## config.mk

```make
export PLATFORM = sky130hd
export DESIGN_NAME = berger_guard
export DESIGN_NICKNAME = d
export VERILOG_FILES = /design/src/rtl/berger_pkg.sv /design/src/rtl/berger_zero_count.sv /design/src/rtl/berger_tr_cell.sv /design/src/rtl/berger_checker.sv /design/src/rtl/berger_out_stage.sv /design/src/rtl/berger_guard.sv
export SDC_FILE = /design/constraint.sdc
export NUM_CORES = 1
export LEC_CHECK = 0
export BUFFER_PORTS_ARGS = -buffer_cell sky130_fd_sc_hd__buf_4
export CAP_MARGIN = 20
export CORE_MARGIN = 10
export CORE_UTILIZATION = 48
export DETAILED_ROUTE_END_ITERATION = 6
export PLACE_DENSITY = 0.84
export SYNTH_ARGS = -nofsm -noshare
export SYNTH_HDL_FRONTEND = slang
export SYNTH_SLANG_ARGS = --single-unit
export TNS_END_PERCENT = 100
```

## constraint.sdc

```tcl
create_clock -name clk -period 9.8 [get_ports clk]
set_input_delay 0.98 -clock clk [delete_from_list [all_inputs] [get_ports clk]]
set_output_delay 0.98 -clock clk [all_outputs]
set_load 0.02 [all_outputs]
```

## src/rtl/berger_pkg.sv

```systemverilog
package berger_pkg;

    localparam int DEF_DATA_W = 8;

    // One rail pair: a codeword when t != f
    typedef struct packed {
        logic t;
        logic f;
    } rail_pair_t;

    function automatic int chk_width(input int k);
        return $clog2(k + 1);
    endfunction

    // Merge two rail pairs: valid only if both inputs are valid
    function automatic rail_pair_t tr_merge(input rail_pair_t a, input rail_pair_t b);
        rail_pair_t z;
        z.t = (a.t & b.t) | (a.f & b.f);
        z.f = (a.t & b.f) | (a.f & b.t);
        return z;
    endfunction

    function automatic logic pair_ok(input rail_pair_t p);
        return p.t ^ p.f;
    endfunction

endpackage

```

## src/rtl/berger_zero_count.sv

```systemverilog
module berger_zero_count #(
    parameter int DATA_W = 8,
    parameter int CHK_W  = 4
) (
    input  logic [DATA_W-1:0] data_i,
    output logic [CHK_W-1:0]  count_o
);
    logic [DATA_W-1:0] zero_flag;

    genvar gi;
    generate
        for (gi = 0; gi < DATA_W; gi++) begin : g_flag
            assign zero_flag[gi] = ~data_i[gi];
        end
    endgenerate

    always_comb begin
        count_o = '0;
        for (int i = 0; i < DATA_W; i++) begin
            count_o = count_o + {{(CHK_W-1){1'b0}}, zero_flag[i]};
        end
    end
endmodule

```

## src/rtl/berger_tr_cell.sv

```systemverilog
module berger_tr_cell
    import berger_pkg::*;
(
    input  rail_pair_t a_i,
    input  rail_pair_t b_i,
    output rail_pair_t z_o
);
    assign z_o = tr_merge(a_i, b_i);
endmodule

```

## src/rtl/berger_checker.sv

```systemverilog
module berger_checker
    import berger_pkg::*;
#(
    parameter int DATA_W = 8,
    parameter int CHK_W  = 4
) (
    input  logic [DATA_W-1:0] rx_data_i,
    input  logic [CHK_W-1:0]  rx_check_i,
    input  logic              phase_i,
    output rail_pair_t        verdict_o
);
    // leaves: one per check bit, one parity leaf, one phase leaf
    localparam int NLEAF = CHK_W + 2;
    // each merge cell inverts the true-rail parity once
    localparam logic CHAIN_INV = 1'((NLEAF - 1) % 2);

    logic [CHK_W-1:0] recount;
    rail_pair_t       leaf [NLEAF];
    rail_pair_t       link [NLEAF];

    berger_zero_count #(.DATA_W(DATA_W), .CHK_W(CHK_W)) u_recount (
        .data_i  (rx_data_i),
        .count_o (recount)
    );

    always_comb begin
        for (int i = 0; i < CHK_W; i++) begin
            leaf[i].t = rx_check_i[i];
            leaf[i].f = ~recount[i];
        end
        // cancels the data-dependent parity of the check-bit leaves
        leaf[CHK_W].t   = ^recount;
        leaf[CHK_W].f   = ~(^recount);
        leaf[CHK_W+1].t = phase_i ^ CHAIN_INV;
        leaf[CHK_W+1].f = ~(phase_i ^ CHAIN_INV);
    end

    assign link[0] = leaf[0];

    genvar gj;
    generate
        for (gj = 1; gj < NLEAF; gj++) begin : g_chain
            berger_tr_cell u_cell (
                .a_i (link[gj-1]),
                .b_i (leaf[gj]),
                .z_o (link[gj])
            );
        end
    endgenerate

    assign verdict_o = link[NLEAF-1];
endmodule

```

## src/rtl/berger_out_stage.sv

```systemverilog
module berger_out_stage #(
    parameter int           W       = 1,
    parameter bit           REG_OUT = 1'b1,
    parameter logic [W-1:0] RST_VAL = '0
) (
    input  logic         clk,
    input  logic         rst,
    input  logic [W-1:0] d_i,
    output logic [W-1:0] q_o
);
    generate
        if (REG_OUT) begin : g_reg
            always_ff @(posedge clk) begin
                if (rst) q_o <= RST_VAL;
                else     q_o <= d_i;
            end
        end else begin : g_wire
            assign q_o = d_i;
        end
    endgenerate
endmodule

```

## src/rtl/berger_guard.sv

```systemverilog
module berger_guard
    import berger_pkg::*;
#(
    parameter int   DATA_W  = DEF_DATA_W,
    parameter bit   REG_OUT = 1'b1,
    localparam int  CHK_W   = $clog2(DATA_W + 1)
) (
    input  logic              clk,
    input  logic              rst,
    input  logic [DATA_W-1:0] enc_data_i,
    output logic [CHK_W-1:0]  enc_check_o,
    input  logic [DATA_W-1:0] rx_data_i,
    input  logic [CHK_W-1:0]  rx_check_i,
    input  logic              phase_i,
    output logic [1:0]        verdict_o
);
    logic [CHK_W-1:0] enc_cnt;
    rail_pair_t       chk_pair;

    berger_zero_count #(.DATA_W(DATA_W), .CHK_W(CHK_W)) u_enc (
        .data_i  (enc_data_i),
        .count_o (enc_cnt)
    );

    berger_checker #(.DATA_W(DATA_W), .CHK_W(CHK_W)) u_chk_path (
        .rx_data_i  (rx_data_i),
        .rx_check_i (rx_check_i),
        .phase_i    (phase_i),
        .verdict_o  (chk_pair)
    );

    berger_out_stage #(.W(CHK_W), .REG_OUT(REG_OUT), .RST_VAL('0)) u_enc_q (
        .clk (clk),
        .rst (rst),
        .d_i (enc_cnt),
        .q_o (enc_check_o)
    );

    berger_out_stage #(.W(2), .REG_OUT(REG_OUT), .RST_VAL(2'b01)) u_verdict_q (
        .clk (clk),
        .rst (rst),
        .d_i ({chk_pair.t, chk_pair.f}),
        .q_o (verdict_o)
    );
endmodule

```

==> flow_summary.ini <==
[yosys]
post_synthesis_average_cell_area_um2 = 9.25
async_reset_ff_frac = 0
yosysTopAreaCellShare = 0.251
ys_seq_elements = 6
synth_compound_area_frac = 0.102
dominantRegCellSynth = dfxtp_1
muxShareOfSynthArea = 0.0314
synth.yosys.seq_area_share = 0.188
netlist_top_cells_count = inv_1 (19), fa_1 (8), ha_1 (7)
post_synth_and_or_nand_nor_area_fraction = 0.110
synth_top_family_by_area = adder cells
synth_fp_nets = 107
yosysTopAreaCell = fa_1
yosys_warnings = 0
postSynthCellCount = 69
synth-adder-area-share = 0.388
syn-cell-area_um2 = 638
yosys.area_share.xor_xnor = 0.0686
synthDistinctLibCells = 18
synth_area_leaders = fa_1 (25%), dfxtp_1 (19%), ha_1 (14%), inv_1 (11%), o211ai_1 (4.7%)
post_synth_edffs = 0
yosys.cell_count.top_type = inv_1

[global_route]
grt_start_max_net_pins = 7
grt_pass1_vias = 567
globalRoute.busiestLayer = met2
gr-usage-met2 = 0.155
grt_antenna_before_repair = 0
track_usage = 0.0864
grt_pass1_wl_um = 2280
grt_util_met1 = 0.0845
global_route_met3_usage = 0.0382
grt.overflow.total = 0

[cells_and_area]
multi_input_comb_area_um2 = 447
antenna-diode-count = 0
area.sequential_um2 = 120
final_layout_size_suffix_gt1_frac = 0.310
synth_to_final_area_change_pct = 39.4
nNetsFinal = 140
layout.filler_cells = 101

[hold_path]
min-delay-path-class = in2reg
whs_path_depth = 2
whs_endpoint = u_enc_q.q_o[1]
min-delay-start = rst

[clocking]
clock_tree.buffer_depth = 2
numCtsBuffers = 3
cts_resized = 0
cts.clk_slew.worst_paths_ps = 40
total_of_hold_buffers_inserted_after_clock_tree_synthesis = 0
post-cts-setup-buffer-count = 0
clock_tree_from_tritoncts = built
clock-sinks = 6
cts-root-buf = clkbuf_4
h-tree-depth = 1

[sta]
grt_setup_unrepaired = false
totalNegativeSetupSlack_ps = 0
tightestPinTransition_ps = 369
drv_slew = 0
maxClockFrequency_mhz = 238
max-slew-margin-rel = 0.754
finish_stage_setup_viols = 0
finalCriticalPeriod_ps = 4210
post-route-period-util = 0.430
hold_violations = 0

[flow_run]
max_cap_violations = 0

[detailed_routing]
routed-via-count = 548
routed_wire_length_per_instance_um = 11.7
dr.first_iter.drc_count = 3
routed_wl_um = 1350
drc = 0
drt_via_density = 4.77
detail-route-antenna-nets = 0
drt_first_pass_iters = 4

[power]
power_uw = 167
powerDensity_nw_per_um2 = 188
netSwitchingFraction = 0.402
power.clock.fraction = 0.129
power.ir.vdd_worst_uv = 74.3
netSwitchingPower_uw = 67.4
sequentialPowerShare = 0.197
power.combinational.fraction = 0.675
cellLeakagePower_nw = 0.481
p_int_uw = 100

[floorplanning]
core_area_um2 = 1280
floorplan.die.width_um = 56.5
floorplan.initialDensity = 0.497
die_h_um = 56.5
row_count = 13
floorplan.die_area_um2 = 3190
floorplan.io_pins = 29

[outcome]
status = finished, final reports clean

[setup_path]
timing_worst_setup_path_type = in2reg
critical_path.endpoint_type = flop
worst-endpoint-arrival_ps = 4340
critical_path_peak_fanout = 2
crit_start_category = input pin
worstPathRequired_ps = 9930

[place]
place.gp.congestion = 0.702
place_hpwl_um = 1240
placement.io_buffers = 28
[worst max path at each step]
stage	start	end	slack, ps	depth (start not counted)
floorplan	rx_data_i[0]	u_verdict_q.q_o[0]	5600	12
global placement	rx_data_i[0]	u_verdict_q.q_o[0]	5410	13
detailed placement	rx_data_i[0]	u_verdict_q.q_o[0]	5320	13
CTS	rx_data_i[0]	u_verdict_q.q_o[0]	5570	13
global route	rx_data_i[0]	u_verdict_q.q_o[1]	5490	13
finish	rx_data_i[0]	u_verdict_q.q_o[0]	5590	13
[placed cells by master (no fill, tap or decap), drive strengths merged]
master and instances:
xor2 2, clkbuf 3, buf 28, fa 8
nor3b 1, inv 19, o211ai 4, a21o 1
nand2 1, dfxtp 6, nand3 2, nor2b 3
ha 7, nand4 2, xnor2 3, nor2 3
mux2i 2, o221ai 2, nand2b 1, a21oi 2
[per-layer routing]
layer / vias up / wire length (um)
met5: - / 0
met4: 0 / 0
met3: 0 / 77
met2: 16 / 765
met1: 248 / 502
li1: 284 / -
[power by group through the flow]
stage	Sequential, mW	Combinational, mW	Clock, mW
finish	0.0329	0.113	0.0216
global route	0.0337	0.127	0.0246
CTS	0.0332	0.115	0.0220
detailed placement	0.0335	0.114	0
global placement	0.0331	0.109	0
floorplan	0.0415	0.0747	0
[state kept, by name, indices dropped and copies added, names as in the netlist]
| name | cells |
|---|---|
| u_enc_q.q_o | 4 |
| u_verdict_q.q_o | 2 |
[kinds of logic (layout without fill, tap and decap cells)]
family,after synthesis,in the layout
AO/OA/AOI/OAI,9,9
XOR/XNOR,5,5
adder cells (fa/ha/maj),15,15
buffers and inverters,19,50
flip-flops,6,6
multiplexers,2,2
AND/OR/NAND/NOR,13,13
[cell type report]
cell class	instances	share of cell area
multi-input combinational	44	0.502
timing repair buffer	28	0.236
sequential	6	0.135
inverter	19	0.0802
clock buffer	3	0.0253
tap	15	0.0211
[stage by stage]
stage | setup WS (ps) | cells | instance area [um^2] | utilization | hold WS (ps)
floorplan | 5600 | 69 | 638 | - | 1050
global placement | 5410 | 112 | 867 | 0.675 | 1180
detailed placement | 5320 | 112 | 867 | 0.675 | 1180
CTS | 5570 | 115 | 890 | 0.692 | 937
global route | 5490 | 115 | 890 | 0.692 | 939
finish | 5590 | 115 | 890 | 0.692 | 937
[worst max-delay path, stage by stage]
cell	delay, ps
buf_4	120
fa_1	550
fa_1	430
fa_1	490
inv_1	40
ha_1	200
fa_1	500
inv_1	50
ha_1	290
xnor2_1	140
xnor2_1	260
mux2i_1	220
nand2b_1	70
Power figures use the tool's default switching activity.
